--- config.mk ---
export PLATFORM = sky130hd
export DESIGN_NAME = sar_sequencer
export DESIGN_NICKNAME = d
export VERILOG_FILES = /design/src/rtl/sar_pkg.sv /design/src/rtl/sar_tick_counter.sv /design/src/rtl/sar_search_reg.sv /design/src/rtl/sar_sequencer.sv
export SDC_FILE = /design/constraint.sdc
export NUM_CORES = 1
export LEC_CHECK = 0
export BUFFER_PORTS_ARGS = -buffer_cell sky130_fd_sc_hd__buf_2
export CORE_ASPECT_RATIO = 2
export CORE_MARGIN = 4
export CORE_UTILIZATION = 30
export DETAILED_ROUTE_END_ITERATION = 8
export SLEW_MARGIN = 20
export SYNTH_ARGS = -nofsm -noshare
export SYNTH_HDL_FRONTEND = slang
export SYNTH_HIERARCHICAL = 1
export SYNTH_SLANG_ARGS = --single-unit
--- constraint.sdc ---
create_clock -name clk -period 2.35 [get_ports clk]
set_input_delay 0.705 -clock clk [delete_from_list [all_inputs] [get_ports clk]]
set_output_delay 0.705 -clock clk [all_outputs]
set_load 0.005 [all_outputs]
--- src/rtl/sar_pkg.sv ---
package sar_pkg;
    typedef enum logic [1:0] {
        SEQ_TRACK   = 2'd0,
        SEQ_ACQUIRE = 2'd1,
        SEQ_SEARCH  = 2'd2,
        SEQ_WRAP    = 2'd3
    } seq_state_e;
endpackage

--- src/rtl/sar_tick_counter.sv ---
module sar_tick_counter #(
    parameter int unsigned LIMIT = 4
) (
    input  logic clk,
    input  logic rst_n,
    input  logic restart,
    output logic last
);
    localparam int unsigned CW = (LIMIT > 1) ? $clog2(LIMIT) : 1;
    localparam logic [CW-1:0] TOP = CW'(LIMIT - 1);

    logic [CW-1:0] cnt_d, cnt_q;

    always_comb begin
        if (restart || cnt_q == TOP) cnt_d = '0;
        else                         cnt_d = cnt_q + CW'(1);
    end

    always_ff @(posedge clk) begin
        if (!rst_n) cnt_q <= '0;
        else        cnt_q <= cnt_d;
    end

    assign last = (cnt_q == TOP);
endmodule

--- src/rtl/sar_search_reg.sv ---
module sar_search_reg #(
    parameter int unsigned WIDTH      = 12,
    parameter int unsigned SHORT_BITS = 8
) (
    input  logic             clk,
    input  logic             rst_n,
    input  logic             init,
    input  logic             step,
    input  logic             short_len,
    input  logic             cmp,
    output logic [WIDTH-1:0] trial,
    output logic [WIDTH-1:0] resolved,
    output logic             last_bit
);
    localparam int unsigned IW = $clog2(WIDTH);
    localparam logic [IW-1:0] TOP_IDX    = IW'(WIDTH - 1);
    localparam logic [IW-1:0] STOP_SHORT = IW'(WIDTH - SHORT_BITS);

    typedef struct packed {
        logic [WIDTH-1:0] trial;
        logic [IW-1:0]    idx;
    } sr_t;

    sr_t d, q;

    always_comb begin
        resolved        = q.trial;
        resolved[q.idx] = cmp;
    end

    assign last_bit = (q.idx == (short_len ? STOP_SHORT : '0));

    always_comb begin
        d = q;
        if (init) begin
            d.trial = '0;
            d.trial[WIDTH-1] = 1'b1;
            d.idx   = TOP_IDX;
        end else if (step) begin
            if (last_bit) begin
                d.trial = '0;
                d.idx   = '0;
            end else begin
                d.trial = resolved;
                d.trial[q.idx - IW'(1)] = 1'b1;
                d.idx   = q.idx - IW'(1);
            end
        end
    end

    always_ff @(posedge clk) begin
        if (!rst_n) q <= '0;
        else        q <= d;
    end

    assign trial = q.trial;

    // a kept decision adds the next trial bit, a cleared one swaps it
    p_keep_adds_bit_r4: assert property (@(posedge clk) disable iff (!rst_n)
        step && cmp && !last_bit |=> $countones(trial) == $countones($past(trial)) + 1);
    p_clear_swaps_bit_r4: assert property (@(posedge clk) disable iff (!rst_n)
        step && !cmp && !last_bit |=> $countones(trial) == $countones($past(trial)));
endmodule

--- src/rtl/sar_sequencer.sv ---
module sar_sequencer #(
    parameter int unsigned WIDTH       = 12,
    parameter int unsigned SHORT_BITS  = 8,
    parameter int unsigned CYC_PER_BIT = 75,
    parameter int unsigned ACQ_CYCLES  = 200
) (
    input  logic             clk,
    input  logic             rst_n,
    input  logic             start,
    input  logic             short_sel,
    input  logic             emul_mode,
    input  logic             cmp_in,
    output logic [WIDTH-1:0] trial_code,
    output logic             hold,
    output logic             busy,
    output logic             done,
    output logic [WIDTH-1:0] result
);
    import sar_pkg::*;

    localparam int unsigned FULL_CONV_CYCLES  = WIDTH * CYC_PER_BIT;
    localparam int unsigned SHORT_CONV_CYCLES = SHORT_BITS * CYC_PER_BIT;
    localparam int unsigned LOW_BITS          = WIDTH - SHORT_BITS;
    localparam logic [WIDTH-1:0] MSB_ONLY     = {1'b1, {(WIDTH-1){1'b0}}};

    typedef struct packed {
        seq_state_e       state;
        logic             busy;
        logic             hold;
        logic             done;
        logic             len;
        logic [WIDTH-1:0] result;
    } seq_t;

    seq_t d, q;

    logic acq_restart, bit_restart, sr_init, sr_step;
    logic acq_last, bit_last, sr_last;
    logic [WIDTH-1:0] sr_resolved;

    generate
        if (ACQ_CYCLES > 0) begin : g_acq_wait
            sar_tick_counter #(.LIMIT(ACQ_CYCLES)) u_acq_cnt (
                .clk(clk), .rst_n(rst_n), .restart(acq_restart), .last(acq_last)
            );
        end else begin : g_no_acq_wait
            assign acq_last = 1'b1;
        end
    endgenerate

    sar_tick_counter #(.LIMIT(CYC_PER_BIT)) u_bit_cnt (
        .clk(clk), .rst_n(rst_n), .restart(bit_restart), .last(bit_last)
    );

    sar_search_reg #(.WIDTH(WIDTH), .SHORT_BITS(SHORT_BITS)) u_search (
        .clk(clk), .rst_n(rst_n), .init(sr_init), .step(sr_step),
        .short_len(q.len), .cmp(cmp_in), .trial(trial_code),
        .resolved(sr_resolved), .last_bit(sr_last)
    );

    always_comb begin
        d           = q;
        d.done      = 1'b0;
        acq_restart = 1'b0;
        bit_restart = 1'b0;
        sr_init     = 1'b0;
        sr_step     = 1'b0;
        unique case (q.state)
            SEQ_TRACK: begin
                if (start) begin
                    d.busy = 1'b1;
                    d.len  = short_sel;
                    if (emul_mode) begin
                        d.state     = SEQ_ACQUIRE;
                        acq_restart = 1'b1;
                    end else begin
                        d.state     = SEQ_SEARCH;
                        d.hold      = 1'b1;
                        bit_restart = 1'b1;
                        sr_init     = 1'b1;
                    end
                end
            end
            SEQ_ACQUIRE: begin
                if (acq_last) begin
                    d.state     = SEQ_SEARCH;
                    d.hold      = 1'b1;
                    bit_restart = 1'b1;
                    sr_init     = 1'b1;
                end
            end
            SEQ_SEARCH: begin
                if (bit_last) begin
                    sr_step = 1'b1;
                    if (sr_last) begin
                        d.result = sr_resolved;
                        d.hold   = 1'b0;
                        d.state  = SEQ_WRAP;
                    end
                end
            end
            SEQ_WRAP: begin
                d.busy  = 1'b0;
                d.done  = 1'b1;
                d.state = SEQ_TRACK;
            end
            default: d.state = SEQ_TRACK;
        endcase
    end

    always_ff @(posedge clk) begin
        if (!rst_n) q <= '0;
        else        q <= d;
    end

    assign busy   = q.busy;
    assign hold   = q.hold;
    assign done   = q.done;
    assign result = q.result;

    // reset leaves the block idle with an empty result
    p_reset_idle_r1: assert property (@(posedge clk)
        !rst_n |=> (!busy && !hold && !done && result == '0));
    // a start seen while idle is acknowledged next cycle
    p_start_ack_r2: assert property (@(posedge clk) disable iff (!rst_n)
        !busy && start |=> busy);
    // control mode holds at once, emulation mode keeps tracking first
    p_ctrl_hold_r3: assert property (@(posedge clk) disable iff (!rst_n)
        !busy && start && !emul_mode |=> hold);
    p_acq_wait_r3: assert property (@(posedge clk) disable iff (!rst_n)
        !busy && start && emul_mode |=> !hold);
    // the search opens on the MSB alone
    p_msb_first_r4: assert property (@(posedge clk) disable iff (!rst_n)
        $past(rst_n) && $rose(hold) |-> trial_code == MSB_ONLY);
    // a short conversion leaves the low bits clear
    p_short_zero_r6: assert property (@(posedge clk) disable iff (!rst_n)
        done && q.len |-> result[LOW_BITS-1:0] == '0);
    // tracking resumes one cycle before busy falls
    p_hold_then_busy_r7: assert property (@(posedge clk) disable iff (!rst_n)
        $past(rst_n) && $fell(hold) |-> busy);
    p_busy_follows_r7: assert property (@(posedge clk) disable iff (!rst_n)
        $past(rst_n) && $fell(hold) |=> !busy);
    // while holding, no restart can shrink the decided bits
    p_no_restart_r8: assert property (@(posedge clk) disable iff (!rst_n)
        $past(rst_n) && $past(hold) && hold
        |-> $countones(trial_code) >= $countones($past(trial_code)));
    // done marks exactly the fall of busy
    p_done_on_fall_r9: assert property (@(posedge clk) disable iff (!rst_n)
        $past(rst_n) && $fell(busy) |-> done);
    p_done_needs_fall_r9: assert property (@(posedge clk) disable iff (!rst_n)
        done |-> !busy && $past(busy));
    // result moves only with the end-of-search update
    p_result_stable_r10: assert property (@(posedge clk) disable iff (!rst_n)
        $past(rst_n) && !$fell(hold) |-> $stable(result));
endmodule

Word level (Yosys, flattened, before mapping) --
Index checks and enable logic that the tools add are counted.
Storage, ports and cells: flip-flop bits (word level) 49, input port bits 6, output and inout port bits 27
Operators by class: $add $sub $neg 3, magnitude comparators 4, equal/unequal tests 11, multiplexer cells 31, bitwise operators 2, reductions and logical operators 16
Operators with widths (number):
- 16-bit 2-to-1 mux | 3
- 1-bit 2-to-1 mux | 15
- 12-bit bitwise mux | 1
- 12-bit OR | 1
- 4-bit by 5-bit < comparator with 1-bit output (second input constant) | 2
- 2-bit != test (second input constant) | 5
- 8-bit by 1-bit adder with 8-bit output (second input constant) | 1
- 1-bit demux with 4-bit select | 2
- 8-bit == test (second input constant) | 1
- 4-bit by 1-bit greater-or-equal comparator with 1-bit output (second input constant) | 2
- 2-bit 2-to-1 mux | 4
- 2-bit case mux with 4 select lines | 1
- 7-bit by 1-bit adder with 7-bit output (second input constant) | 1
- 7-bit == test (second input constant) | 1
- 6-bit AND reduction | 1
- 2-bit OR reduction | 3
- 2-bit == test (second input constant) | 2
- 4-bit == test | 1
- 4-bit 2-to-1 mux | 1
- 1-bit case mux with 2 select lines | 2
- 2-bit AND reduction | 2
- 4-bit AND reduction | 1
- 2-bit nonzero test | 2
- 4-bit by 1-bit subtractor with 4-bit output (second input constant) | 1
- other kinds (9) | 11

Depth between registers and ports, before layout --
depth in word-level cells 9, mapped depth 9

By module --
The synthesis kept the hierarchy.
Modules (own cells, without submodules):
- sar_search_reg | instances 1, cells an instance 157, area each 1207.4 sq um, sequential area each 320.3 sq um
- sar_sequencer | instances 1, cells an instance 106, area each 924.6 sq um, sequential area each 360.3 sq um
- sar_tick_counter (g_acq_wait.u_acq_cnt) | instances 1, cells an instance 38, area each 354.1 sq um, sequential area each 160.2 sq um
- sar_tick_counter (u_bit_cnt) | instances 1, cells an instance 33, area each 316.6 sq um, sequential area each 140.1 sq um

Worst setup path before layout --
OpenSTA, ideal clock, no wires.
path type in2reg, from input start, to register u_search.q (netlist bit u_search/trial[6]), arrival 1925 ps, data required time 2233 ps, path slack 308 ps, stages on the path 6, path through nand2_1 > o21ai_0 > nand2b_1 > clkbuf_1 > nor2_1 > a32o_1
Between the ends: word-level cells in the longest chain between the ends 3
RTL lines:
- start: declaration | line sar_sequencer.sv:9 | input logic start,
- 1-bit 2-to-1 mux
- 1-bit case mux with 2 select lines
- net bit_restart | line sar_sequencer.sv:37 | logic acq_restart, bit_restart, sr_init, sr_step;
- 2-bit OR reduction (no source line)
- end signal: assignment | line sar_search_reg.sv:52 | if (!rst_n) q <= '0;
- end signal: assignment | line sar_search_reg.sv:53 | else q <= d;
- end: declaration | line sar_search_reg.sv:24 | sr_t d, q;
The timed path passes the listed nets, and every way through them passes these cells. A chain may end at the register's enable or synchronous reset.

Final worst setup path --
from register u_search/q[0] (netlist bit), to register q (netlist bit result[10])
Between the ends: elaborated cells on any way between the ends 8, classes of those cells 2 x order compare; 1 x eq/ne; 3 x mux; 2 x reduce/logical
RTL lines:
- 4-bit == test | line sar_search_reg.sv:31 | assign last_bit = (q.idx == (short_len ? STOP_SHORT : '0));
- net sr_last | line sar_sequencer.sv:38 | logic acq_last, bit_last, sr_last;
- 3-bit AND reduction (no source line)
- end signal: assignment | line sar_sequencer.sv:112 | if (!rst_n) q <= '0;
- end signal: assignment | line sar_sequencer.sv:113 | else q <= d;
- end: declaration | line sar_sequencer.sv:35 | seq_t d, q;
The timed path passes the listed nets, and every way through them passes these cells.

==> impl_results.md <==
- Clock tree buffer depth: 2
- Number of CTS-inserted buffers: 5
- Core Area: 9070 um^2
- Leakage: 1.21 nW
- Ys async rst share: 0
- Gr ovfl total: 0
- DP Worst Slack: 0.314 ns
- Vias in the first global route: 2,330
- Htree depth: 2
- Flop pwr share: 0.408
- Port-buffer cells: 32
- Share of the synthesized area in the top cell type: 0.350
- Final setup fails: 0
- Final Critical Period: 1.99 ns
- F_max: 0.503 GHz
- Post-CTS resize count: 0
- HP Start: result[3]
- Clock Sinks: 49
- Crit path from: u_search/q[0]
- Overall Global Routing Usage: 0.120
- CP Launch Type: flop
- Status: finished clean
- Part of the power in combinational logic: 0.286
- Syn Area/Cell: 8.39 um^2
- Average wire per cell in the routed design: 14.3 um
- Slew Limit Fails: 0
- CP Class: reg -> reg
- Fin area: 3030 um^2
- Post-synth EDFFs: 0
- Synth Register Bits: 49
- Critical path capture point: result[10]
- CP max FO: 15
- Final TNS setup: 0 ns
- Final hold vios: 0
- Area growth, synth to finish: 7.95%
- Final worst slack: 0.363 ns
- Req. time, crit path: 2.53 ns
- Yosys warns: 6
- DR vias: 2,257
- Sequential-to-total area share from yosys stat: 0.350
- CTS tree: built
- Syn_nets: 348
- Worst EP arrival: 2.17 ns
- Largest net degree at the start of global routing: 21
- Final period util: 0.845
- Multi-input logic area: 1510 um^2
- Cell Area, Synth: 2800 um^2
- Worst-Skew Late Latency: 0.29 ns
- R2r worst-path depth: 6
- Clock Power Share: 0.307
- Pwr Density: 777 nW/um^2
- Global placer's final weighted congestion: 0.843
- Sw Share: 0.324
- Placement-stage cell area: 2880 um^2
- Post-CTS Hold Buffers: 0
- First-pass GRT wire length: 10.6 mm
- RSZ-0062 raised after global routing: no
- Worst R2R Start: u_search/q[0]
- Initial drt markers: 138
- Commonest non-fill, non-tap cell in the layout: dfxtp_1
- Die height: 145 um
- Starting Density: 0.309
- DP Wirelength: 4.87 mm
- Die X: 76.3 um
- Fillers: 986
- Vias per cell: 5.11
- Slew @ Worst Pin: 0.517 ns
- Total Power: 2.35 mW
- Int Power: 1.59 mW
- Antenna viol nets, final: 0
- Clock skew: 0.00664 ns
- DRC errors left: 0
- Initial antenna violation count: 0
- Cell accounting for the most synthesized area: dfxtp_1
- Worst VDD drop: 0.537 mV
- Ratio of cells with drive above 1 in the final layout: 0.221
- Postcts setup bufs: 0
- Worst reg-to-reg setup slack: 0.36 ns
- Max-Cap Viols: 0
- Top cells by area, synth: dfxtp_1 (35%), buf_4 (6.4%), nand2_1 (5.4%)
- Final net count: 353
- Crit path capture type: flop
- Sw power: 0.761 mW
- Final WL: 6.33 mm
- Reg area: 981 um^2
- Ys flop type: dfxtp_1
- Post-Synthesis Cells: 334
- Clock slew at reported path FFs: 0.07 ns
- Row count: 49
- Commonest non-fill, non-tap cells in the layout: dfxtp_1 (49), nand2_1 (40), nor2_1 (36)
- Min-Delay Path Class: reg -> reg
- N_diodes: 0
- Post-synth cell types: 55
- 1st-pass router iterations: 4
- Root buf cell: clkbuf_16
- # IOs: 33
- Slew HR: 0.655
- Full die area: 11,000 um^2
- Worst R2R End: result[10]
logic make-up after synthesis:
kind of cell,Yosys count,synth area share
and+or+nand+nor,126,0.228
AOI/OAI and AO/OA,79,0.208
buffers and inverters,54,0.113
DFF,49,0.350
muxes,11,0.0438
adders and majority gates,8,0.0357
xor gates and xnor gates,7,0.0219
power by group through the flow:
stage | logic [mW] | clock network, mW | registers [mW]
floorplan | 0.561 | 0 | 0.952
global placement | 0.670 | 0 | 0.976
detailed placement | 0.675 | 0 | 0.978
CTS | 0.680 | 0.757 | 0.959
global route | 0.745 | 0.788 | 0.972
finish | 0.672 | 0.721 | 0.959
worst min-delay path by stage:
stage	end	slack, ns	depth (start not counted)
2_1_floorplan	g_acq_wait.u_acq_cnt/cnt_q[0]	0.43	1
3_3_place_gp	g_acq_wait.u_acq_cnt/cnt_q[0]	0.44	1
3_5_place_dp	result[3]	0.45	2
4_1_cts	result[8]	0.46	2
5_1_grt	result[7]	0.48	2
6_report	result[3]	0.45	2
critical path, stage by stage, from the launching register on:
cell and delay (ns):
dfxtp_1 0.43, or2_0 0.36, nor3_4 0.20, buf_4 0.21, nand3_1 0.40, nand2_1 0.19, a21boi_1 0.08
synthesized netlist by cell type, drive strengths merged (8+ instances only):
cell and count:
nand2 40, clkbuf 8, nor2 36, buf 34, inv 12, nand3 9
ha 8, mux2 10, o21ai 27, a21boi 16, dfxtp 49
state kept, by name, summed over array words and instances, names as in the netlist:
name and count:
u_bit_cnt/cnt_q 7, q 3, done 1, u_search/q 4, g_acq_wait.u_acq_cnt/cnt_q 8, result 12
u_search/trial 12, busy 1, hold 1
final cells by class:
type / count / share of cell area
multi-input cells: 231 / 0.498
well taps: 102 / 0.0422
flip-flops and latches: 49 / 0.324
inverters: 12 / 0.0149
clock buffers: 5 / 0.0414
repair buffers: 40 / 0.0728
clock inverters: 3 / 0.00703
metal layers:
| metal | vias up | wire, um | track usage |
|---|---|---|---|
| li1 | 1135 | - | - |
| met1 | 1058 | 2310 | 0.107 |
| met2 | 44 | 3570 | 0.241 |
| met3 | 20 | 187 | 0.0248 |
| met4 | 0 | 263 | 0.0726 |
| met5 | - | 0 | 0 |
metrics by stage:
step	hold WS (ns)	util	instances
detailed placement	0.446	0.317	434
global placement	0.440	0.317	434
floorplan	0.429	-	334
CTS	0.455	0.333	442
finish	0.451	0.333	442
global route	0.477	0.333	442
(Power assumes the default switching activity.)
